[src/rtl/fcs_pkg.sv]
package fcs_pkg;
  localparam int FCS_CHANNELS = 20;
  localparam int FCS_SAMPLE_W = 16;
  localparam int FCS_SEQ_W    = 8;
  localparam int FCS_SKIP_W   = 8;

  typedef enum logic [1:0] {
    ST_IDLE  = 2'd0,
    ST_FETCH = 2'd1,
    ST_LOAD  = 2'd2,
    ST_OFFER = 2'd3
  } stream_state_t;
endpackage

[src/rtl/fcs_frame_ram.sv]
module fcs_frame_ram #(
  parameter int DATA_W = 16,
  parameter int ADDR_W = 6
) (
  input  logic              clk,
  input  logic              wr_en,
  input  logic [ADDR_W-1:0] wr_addr,
  input  logic [DATA_W-1:0] wr_data,
  input  logic [ADDR_W-1:0] rd_addr,
  output logic [DATA_W-1:0] rd_data
);
  localparam int DEPTH = 1 << ADDR_W;

  logic [DATA_W-1:0] mem [DEPTH];
  logic [DATA_W-1:0] rd_q;

  // simple dual port, registered read: maps to block RAM
  always_ff @(posedge clk) begin
    if (wr_en) mem[wr_addr] <= wr_data;
    rd_q <= mem[rd_addr];
  end

  assign rd_data = rd_q;
endmodule

[src/rtl/fcs_capture.sv]
module fcs_capture #(
  parameter int NUM_CH = 20,
  parameter int SMP_W  = 16,
  parameter int SEQ_W  = 8,
  parameter int CH_AW  = 5
) (
  input  logic                    clk,
  input  logic                    rst,
  input  logic                    strobe,
  input  logic [NUM_CH*SMP_W-1:0] bus,
  input  logic                    stream_busy,
  input  logic                    stream_bank,
  output logic                    wr_en,
  output logic [CH_AW:0]          wr_addr,
  output logic [SMP_W-1:0]        wr_data,
  output logic [SEQ_W-1:0]        seq,
  output logic                    commit,
  output logic                    refused
);
  localparam logic [CH_AW-1:0] LAST_IDX = CH_AW'(NUM_CH - 1);

  logic [SMP_W-1:0] hold_q [NUM_CH];
  logic             active_q;
  logic [CH_AW-1:0] idx_q;
  logic [SEQ_W-1:0] seq_q;
  logic             target_bank;
  logic             accept;

  // the next frame number's LSB picks the bank
  assign target_bank = ~seq_q[0];
  assign accept  = strobe && !active_q && !(stream_busy && (stream_bank == target_bank));
  assign refused = strobe && !accept;

  always_ff @(posedge clk) begin
    if (accept) begin
      for (int c = 0; c < NUM_CH; c++) hold_q[c] <= bus[c*SMP_W +: SMP_W];
    end
  end

  always_ff @(posedge clk) begin
    if (rst) begin
      active_q <= 1'b0;
      idx_q    <= '0;
      seq_q    <= '0;
    end else if (accept) begin
      active_q <= 1'b1;
      idx_q    <= '0;
    end else if (active_q) begin
      if (idx_q == LAST_IDX) begin
        active_q <= 1'b0;
        seq_q    <= seq_q + 1'b1;
      end else begin
        idx_q <= idx_q + 1'b1;
      end
    end
  end

  assign wr_en   = active_q;
  assign wr_addr = {target_bank, idx_q};
  assign wr_data = hold_q[idx_q];
  assign commit  = active_q && (idx_q == LAST_IDX);
  assign seq     = seq_q;
endmodule

[src/rtl/fcs_streamer.sv]
module fcs_streamer
  import fcs_pkg::*;
#(
  parameter int NUM_CH = 20,
  parameter int SMP_W  = 16,
  parameter int SEQ_W  = 8,
  parameter int CH_AW  = 5
) (
  input  logic             clk,
  input  logic             rst,
  input  logic [SEQ_W-1:0] seq_in,
  output logic [CH_AW:0]   rd_addr,
  input  logic [SMP_W-1:0] rd_data,
  output logic             busy,
  output logic             bank,
  output logic             done_now,
  input  logic             out_ready,
  output logic             out_valid,
  output logic [SMP_W-1:0] out_data,
  output logic             out_sof
);
  localparam logic [CH_AW-1:0] LAST_IDX = CH_AW'(NUM_CH - 1);

  stream_state_t    state_q;
  logic [SEQ_W-1:0] seen_q;
  logic [CH_AW-1:0] ch_q;
  logic             bank_q;
  logic             valid_q;
  logic [SMP_W-1:0] data_q;
  logic             sof_q;

  assign rd_addr  = {bank_q, ch_q};
  assign busy     = (state_q != ST_IDLE);
  assign bank     = bank_q;
  assign done_now = (state_q == ST_OFFER) && out_ready && (ch_q == LAST_IDX);

  always_ff @(posedge clk) begin
    if (rst) begin
      state_q <= ST_IDLE;
      seen_q  <= '0;
      ch_q    <= '0;
      bank_q  <= 1'b0;
      valid_q <= 1'b0;
      data_q  <= '0;
      sof_q   <= 1'b0;
    end else begin
      unique case (state_q)
        ST_IDLE: begin
          if (seq_in != seen_q) begin
            seen_q  <= seq_in;
            bank_q  <= seq_in[0];
            ch_q    <= '0;
            state_q <= ST_FETCH;
          end
        end
        ST_FETCH: state_q <= ST_LOAD;
        ST_LOAD: begin
          data_q  <= rd_data;
          sof_q   <= (ch_q == '0);
          valid_q <= 1'b1;
          state_q <= ST_OFFER;
        end
        ST_OFFER: begin
          if (out_ready) begin
            valid_q <= 1'b0;
            if (ch_q == LAST_IDX) begin
              // absorb frames that completed mid-stream
              seen_q  <= seq_in;
              state_q <= ST_IDLE;
            end else begin
              ch_q    <= ch_q + 1'b1;
              state_q <= ST_FETCH;
            end
          end
        end
        default: state_q <= ST_IDLE;
      endcase
    end
  end

  assign out_valid = valid_q;
  assign out_data  = data_q;
  assign out_sof   = sof_q;

  a_r5_hold_stable: assert property (@(posedge clk) disable iff (rst)
    (out_valid && !out_ready) |=> (out_valid && $stable(out_data) && $stable(out_sof)));
endmodule

[src/rtl/fcs_loss_track.sv]
module fcs_loss_track #(
  parameter int CNT_W = 8
) (
  input  logic             clk,
  input  logic             rst,
  input  logic             clear,
  input  logic             loss_a,
  input  logic             loss_b,
  output logic             flag,
  output logic [CNT_W-1:0] count
);
  localparam int SUM_W = CNT_W + 2;
  localparam logic [SUM_W-1:0] MAX_SUM = SUM_W'({CNT_W{1'b1}});

  logic             flag_q;
  logic [CNT_W-1:0] count_q;
  logic [SUM_W-1:0] base;
  logic [SUM_W-1:0] sum;
  logic             any_loss;

  always_comb begin
    any_loss = loss_a | loss_b;
    base     = clear ? '0 : SUM_W'(count_q);
    sum      = base + SUM_W'(loss_a) + SUM_W'(loss_b);
  end

  always_ff @(posedge clk) begin
    if (rst) begin
      flag_q  <= 1'b0;
      count_q <= '0;
    end else begin
      flag_q  <= (clear ? 1'b0 : flag_q) | any_loss;
      count_q <= (sum > MAX_SUM) ? {CNT_W{1'b1}} : sum[CNT_W-1:0];
    end
  end

  assign flag  = flag_q;
  assign count = count_q;

  a_r9_sticky: assert property (@(posedge clk) disable iff (rst)
    (flag && !clear) |=> flag);
  a_r9_clear_zeroes: assert property (@(posedge clk) disable iff (rst)
    (clear && !loss_a && !loss_b) |=> (!flag && count == '0));
  a_r10_saturate: assert property (@(posedge clk) disable iff (rst)
    (count == {CNT_W{1'b1}} && !clear) |=> (count == {CNT_W{1'b1}}));
endmodule

[src/rtl/frame_capture_streamer.sv]
module frame_capture_streamer
  import fcs_pkg::*;
#(
  parameter int NUM_CH = FCS_CHANNELS,
  parameter int SMP_W  = FCS_SAMPLE_W,
  parameter int SEQ_W  = FCS_SEQ_W,
  parameter int SKIP_W = FCS_SKIP_W
) (
  input  logic                    clk,
  input  logic                    rst,
  input  logic                    smp_strobe,
  input  logic [NUM_CH*SMP_W-1:0] smp_bus,
  input  logic                    ovf_clear,
  input  logic                    out_ready,
  output logic                    out_valid,
  output logic [SMP_W-1:0]        out_data,
  output logic                    out_sof,
  output logic                    ovf_flag,
  output logic [SKIP_W-1:0]       skip_count
);
  localparam int CH_AW  = (NUM_CH > 1) ? $clog2(NUM_CH) : 1;
  localparam int RAM_AW = CH_AW + 1;

  logic              cap_we;
  logic [RAM_AW-1:0] cap_addr;
  logic [SMP_W-1:0]  cap_data;
  logic [SEQ_W-1:0]  frame_seq;
  logic              cap_commit;
  logic              cap_refused;
  logic [RAM_AW-1:0] rd_addr;
  logic [SMP_W-1:0]  rd_data;
  logic              st_busy;
  logic              st_bank;
  logic              st_done;
  logic              late_commit;

  fcs_capture #(.NUM_CH(NUM_CH), .SMP_W(SMP_W), .SEQ_W(SEQ_W), .CH_AW(CH_AW)) u_capture (
    .clk(clk), .rst(rst), .strobe(smp_strobe), .bus(smp_bus),
    .stream_busy(st_busy), .stream_bank(st_bank),
    .wr_en(cap_we), .wr_addr(cap_addr), .wr_data(cap_data),
    .seq(frame_seq), .commit(cap_commit), .refused(cap_refused)
  );

  fcs_frame_ram #(.DATA_W(SMP_W), .ADDR_W(RAM_AW)) u_ram (
    .clk(clk), .wr_en(cap_we), .wr_addr(cap_addr), .wr_data(cap_data),
    .rd_addr(rd_addr), .rd_data(rd_data)
  );

  fcs_streamer #(.NUM_CH(NUM_CH), .SMP_W(SMP_W), .SEQ_W(SEQ_W), .CH_AW(CH_AW)) u_stream (
    .clk(clk), .rst(rst), .seq_in(frame_seq), .rd_addr(rd_addr), .rd_data(rd_data),
    .busy(st_busy), .bank(st_bank), .done_now(st_done),
    .out_ready(out_ready), .out_valid(out_valid), .out_data(out_data), .out_sof(out_sof)
  );

  // a frame finishing while another is mid-stream is absorbed unsent
  assign late_commit = cap_commit && st_busy && !st_done;

  fcs_loss_track #(.CNT_W(SKIP_W)) u_loss (
    .clk(clk), .rst(rst), .clear(ovf_clear),
    .loss_a(cap_refused), .loss_b(late_commit),
    .flag(ovf_flag), .count(skip_count)
  );

  a_r8_bank_apart: assert property (@(posedge clk) disable iff (rst)
    (cap_we && st_busy) |-> (cap_addr[RAM_AW-1] != st_bank));
endmodule

[config.mk]
export PLATFORM = sky130hd
export DESIGN_NAME = frame_capture_streamer
export DESIGN_NICKNAME = d
export VERILOG_FILES = /design/src/rtl/fcs_pkg.sv /design/src/rtl/fcs_frame_ram.sv /design/src/rtl/fcs_capture.sv /design/src/rtl/fcs_streamer.sv /design/src/rtl/fcs_loss_track.sv /design/src/rtl/frame_capture_streamer.sv
export SDC_FILE = /design/constraint.sdc
export NUM_CORES = 1
export LEC_CHECK = 0
export BUFFER_PORTS_ARGS = -buffer_cell sky130_fd_sc_hd__buf_2
export CAP_MARGIN = 20
export CORE_MARGIN = 2
export CORE_UTILIZATION = 23
export CTS_BUF_LIST = sky130_fd_sc_hd__clkbuf_4 sky130_fd_sc_hd__clkbuf_8 sky130_fd_sc_hd__clkbuf_16
export CTS_CLUSTER_DIAMETER = 100
export CTS_CLUSTER_SIZE = 12
export DETAILED_ROUTE_END_ITERATION = 8
export GPL_TIMING_DRIVEN = 0
export PLACE_DENSITY_LB_ADDON = 0.12
export SLEW_MARGIN = 20
export SYNTH_ARGS = -nofsm -noshare
export SYNTH_HDL_FRONTEND = slang
export SYNTH_SLANG_ARGS = --single-unit
[constraint.sdc]
create_clock -name clk -period 11.7 [get_ports clk]
set_input_delay 2.34 -clock clk [delete_from_list [all_inputs] [get_ports clk]]
set_output_delay 2.34 -clock clk [all_outputs]
set_load 0.005 [all_outputs]
# [After elaboration in Yosys (flattened, before gate mapping)]
# Memory sizes are Yosys's and may differ from the RTL's. A register that Yosys moved wholly into a read port is not among the register bits.
# Cells that the tools add are included.
[word_totals] word_cells=88 reg_bits=57 output_inout_bits=27 mem_bits_rw=1344 memories=2
[op_classes] eq_ne=11 magnitude_cmp=1 n_mux=26 n_reduce_logical=26 bitwise=5 n_addsub=5
[memory_table] memory="u_ram.mem" depth=64 width=16 read_ports=1 rd_ports_with_merged_regs=1 wr=1 line_no="fcs_frame_ram.sv:14" text="logic [DATA_W-1:0] mem [DEPTH];"
[memory_table] memory="u_capture.hold_q" depth=20 width=16 read_ports=1 rd_ports_with_merged_regs=1 wr=20 line_no="fcs_capture.sv:22" text="logic [SMP_W-1:0] hold_q [NUM_CH];"
[op_table] op="$mux 8" n=5
[op_table] op="$mux 5" n=5
[op_table] op="$add 10x1->10" n=2
[op_table] op="$pmux 8 s2" n=1
[op_table] op="$add 5x1->5 const B" n=2
[op_table] op="$eq 5x5->1 const B" n=2
[op_table] op="$gt 10x8->1 const B" n=1
[op_table] op="$mux 1" n=10
[op_table] op="$pmux 5 s2" n=1
[op_table] op="$logic_and 1x1->1" n=9
[op_table] op="$add 8x1->8 const B" n=1
[op_table] op="$ne 8x8->1" n=1
[op_table] op="$pmux 2 s4" n=1
[op_table] op="$reduce_and 2->1" n=4
[op_table] op="$reduce_and 4->1" n=2
[op_table] op="$ne 2x2->1 const B" n=3
[op_table] op="$reduce_bool 2->1" n=3
[op_table] op="$logic_not 5->1" n=1
[op_table] op="$eq 2x2->1 const B" n=2
[op_table] op="$logic_not 1->1" n=4
[op_table] op="$mux 2" n=2
[op_table] op="$not 1->1" n=3
[op_table] op="$reduce_and 3->1" n=1
[op_table] op="$eq 2x1->1 const B" n=1
[op_table] op="6 further kinds" n=7

# [Logic depth before layout (Yosys ltp)]
[logic_depth] depth_word=11 depth_mapped=13 ltp_nobuf=12

# [By module]
# From an unflattened synthesis, not the netlist that was laid out.
[unflattened] cells_unflattened=2766 hier_area_um2=55160.4
[by_module_without_submodules] module="fcs_frame_ram" area_per_inst_um2=40042.2 n_inst=1 cells_each=1829
[by_module_without_submodules] module="fcs_capture" area_per_inst_um2=13057.5 n_inst=1 cells_each=724
[by_module_without_submodules] module="fcs_streamer" area_per_inst_um2=1599.0 n_inst=1 cells_each=164
[by_module_without_submodules] module="fcs_loss_track" area_per_inst_um2=452.9 n_inst=1 cells_each=48
[by_module_without_submodules] module="frame_capture_streamer" area_per_inst_um2=8.8 n_inst=1 cells_each=1

# [Least setup slack after synthesis]
# Ideal clock, no wire load.
[synth_path] kind="input to register" from="input smp_strobe" to="memory u_capture.hold_q[0][0] (enable)" setup_slack_ns=2.267 required_ns=11.032 setup_time_ns=0.668 stages=3 arrival_time_ns=8.765 cell_sequence="nor2b_1 o21ai_0 inv_1"
[synth_lines] element="start, declared" line_no="frame_capture_streamer.sv:11" text="input logic smp_strobe,"
[synth_lines] element="end, declared" line_no="fcs_capture.sv:22"

==> impl_metrics.ini <==
[status]
outcome = completed

[logic_synthesis]
yosysSeqAreaShare_pct = 76.7
synth_most_common_cell = edfxtp_1
syn_area_per_cell_um2 = 20.7
yosys-top-cells-area = edfxtp_1 74%, mux4_2 12%, dfxtp_1 2.9%
netlist.area_leader.share_pct = 73.9
yosysWarnings = 0
synth.net_count = 2979
synth-seq-cells = 1422
synth-edff-count = 1344
synth_commonest_cells = 1344 x edfxtp_1, 293 x mux4_2, 147 x nand2_1, 126 x nor2_1, 123 x mux2i_1
yosys.cell_types.count = 60
syn_area_um2 = 54600
synthCells = 2644
dominantRegCellSynth = edfxtp_1
async_reset_ff_share_pct = 0
yosysTopAreaCell = edfxtp_1

[routing]
vias_per_cell = 4.37
dr_total_vias = 28100
drt-pass1-iter-count = 5
wl_per_cell_um = 29.6
drc = 0
routed_wirelength_um = 190000
ant_nets = 0
drt_iter0_drc = 2236

[cts]
clock-sinks = 1422
clock_path_buffers = 3
cts_tree = done
ctsHtreeMaxLevel = 4
postCtsHoldBufs = 0
clk_latency_ns = 0.82
cts_resized = 0
numCtsBuffers = 137
post_cts_buffers = 0
root_buffer = clkbuf_16
clkTransAtPathRegs_ns = 0.07

[critical_path]
slowest_stage = clkbuf_1
crit_required_ns = 12.28
r2r-end = u_ram.rd_data[6]$_DFF_P_
crit_top_cell = buf_2
cp-end-kind = register
critPathLaunchType = register
endpoint = u_ram.rd_data[6]$_DFF_P_
reg2reg_depth = 7
crit_fanout = 10
regToRegSetupSlack_ns = 7.23
r2r_start = u_stream.ch_q[2]$_SDFFE_PP0P_
slowest_delay_ns = 0.83
path_cells = buf_2 > buf_2 > buf_2 > clkbuf_1 > a21oi_1 > o22ai_1 > a21oi_1
path_class = reg -> reg
arrival_ns = 5.05
crit_start = u_stream.ch_q[2]$_SDFFE_PP0P_

[floorplan]
io_pins = 352
design.core.area_um2 = 236000
row_count = 178
die_y_um = 491
die_w_um = 491
initial_core_util_pct = 23.2
die-area_um2 = 241000

[finish]
fin_cells = 6430
fill_cells = 23600
multiInputGateArea_um2 = 12400
nets = 3514
drive_above_1_share_pct = 34.5
areaGrowthSynthToFinish_pct = 20.8
final-seq-area_um2 = 41900

[pwr]
peakVddDrop_uv = 149
totalPowerFinal_uw = 10600
power.density_nw_per_um2 = 161
p_leak_uw = 0.0204

[timing]
whs_ns = 0.446
maxSlewViolCount = 0
hold_viol = 0
finalSetupViolCount = 0
fin_worst_skew_ns = 0.0411
worst_pin_slew_ns = 1.20
relSlewSlack_pct = 19.5
period_minus_slack_ns = 4.47
rsz0062_at_grt = no
final.setup.tns_ns = 0
finalCritPeriodShare_pct = 38.2
timing.fmax_ghz = 0.224

[job]
drv_cap = 0

[hold_path]
hp-class = reg -> reg

[global_routing]
grt_pass1_wl_um = 259000
antenna_found_initial = 101
grt_overflow = 0
grtUsageTotal_pct = 15.6
grt_start_max_net_pins = 94
grt_pass1_vias = 29400

[place]
gp_congestion = 0.808
port_buffers = 350
dp_hpwl_um = 134000
dp_cells = 6189
cell usage in the layout, fill, tap and decap left out, types with 8 or more instances in the layout:
cell type	n
buf_12	12
mux2_4	16
clkbuf_4	53
a21oi_1	56
nor2_2	11
mux2i_1	123
o221ai_1	20
o21ai_0	9
buf_4	35
edfxtp_1	1344
dfxtp_1	78
clkbuf_1	48
mux4_2	293
nand2b_1	11
buf_2	392
ha_1	9
nand3b_1	8
buf_16	13
o2111ai_1	21
a221oi_1	9
nand3_1	14
clkbuf_2	9
nand2_1	147
inv_1	10
clkbuf_16	139
nor2b_1	10
diode_2	31
buf_6	18
mux2_2	37
xor2_1	20
o22ai_1	18
nor3_1	9
nor2_1	65
a211oi_1	11
nor2_4	50
layer usage:
metal / GRT usage (%) / routed length (µm) / vias up
met5: 0 / 695 / -
li1: - / - / 12000
met3: 4.22 / 12100 / 318
met2: 25.6 / 91200 / 860
met4: 4.18 / 4830 / 116
met1: 20.2 / 81200 / 14800
through the flow:
step           instance area (µm²)  setup slack (ns)  util [%]
4_1_cts                      65900              7.37      28.0
2_1_floorplan                54600              2.27         -
3_3_place_gp                 60300             -1.76      25.6
3_5_place_dp                 61700              6.75      26.2
5_1_grt                      65900              7.39      28.0
6_report                     66000              7.23      28.0
worst max-delay path, delay by kind of cell (launching register included):
kind / cells / cell delay [ns]
flip-flops: 1 / 0.54
AO/OA/AOI/OAI: 3 / 1.37
buffers and inverters: 4 / 2.29
power by group:
group | switching (µW) | total [µW] | internal [µW]
Combinational | 311 | 475 | 164
Clock | 2010 | 4370 | 2350
Sequential | 25.6 | 5750 | 5730
Total | 2350 | 10600 | 8240
worst min-delay path by stage:
stage | from | end | slack (ns) | depth (start not counted)
2_1_floorplan | u_ram.rd_data[0]$_DFF_P_ | u_stream.out_data[0]$_SDFFE_PP0P_ | 0.44 | 2
3_3_place_gp | u_ram.rd_data[3]$_DFF_P_ | u_stream.out_data[3]$_SDFFE_PP0P_ | 0.45 | 2
3_5_place_dp | u_ram.rd_data[1]$_DFF_P_ | u_stream.out_data[1]$_SDFFE_PP0P_ | 0.46 | 2
4_1_cts | u_ram.rd_data[4]$_DFF_P_ | u_stream.out_data[4]$_SDFFE_PP0P_ | 0.44 | 2
5_1_grt | u_ram.rd_data[6]$_DFF_P_ | u_stream.out_data[6]$_SDFFE_PP0P_ | 0.49 | 2
6_report | u_ram.rd_data[4]$_DFF_P_ | u_stream.out_data[4]$_SDFFE_PP0P_ | 0.45 | 2
flip-flops by register name, summed over array words and instances, names as in the netlist, 2 cells and up, named ones only:
register,cells
u_stream.ch_q,5
u_capture.seq,8
u_stream.out_data,16
u_capture.hold_q,320
u_loss.count,8
u_stream.state_q,2
u_ram.mem,1024
u_ram.rd_data,16
u_capture.idx_q,5
u_stream.seen_q,8
cell families after synthesis:
| logic type | count (synthesis) | synth area share, % |
|---|---|---|
| flip-flops | 1422 | 76.7 |
| AND/OR/NAND/NOR | 361 | 2.92 |
| AO/OA/AOI/OAI | 198 | 2.57 |
| XOR/XNOR | 25 | 0.401 |
| adder cells (fa/ha/maj) | 10 | 0.243 |
| buffers and inverters | 155 | 1.52 |
| multiplexers | 473 | 15.6 |
layout make-up:
| cell class | instances | share of cell area, % |
|---|---|---|
| Multi-Input combinational cell | 1067 | 18.8 |
| Timing Repair Buffer | 396 | 3.90 |
| Buffer | 143 | 1.21 |
| Clock buffer | 192 | 5.87 |
| Inverter | 12 | 0.0796 |
| Tap cell | 3150 | 5.97 |
| Antenna cell | 31 | 0.118 |
| Clock inverter | 17 | 0.523 |
| Sequential cell | 1422 | 63.5 |
No activity file was read; power rests on OpenSTA's default activity.
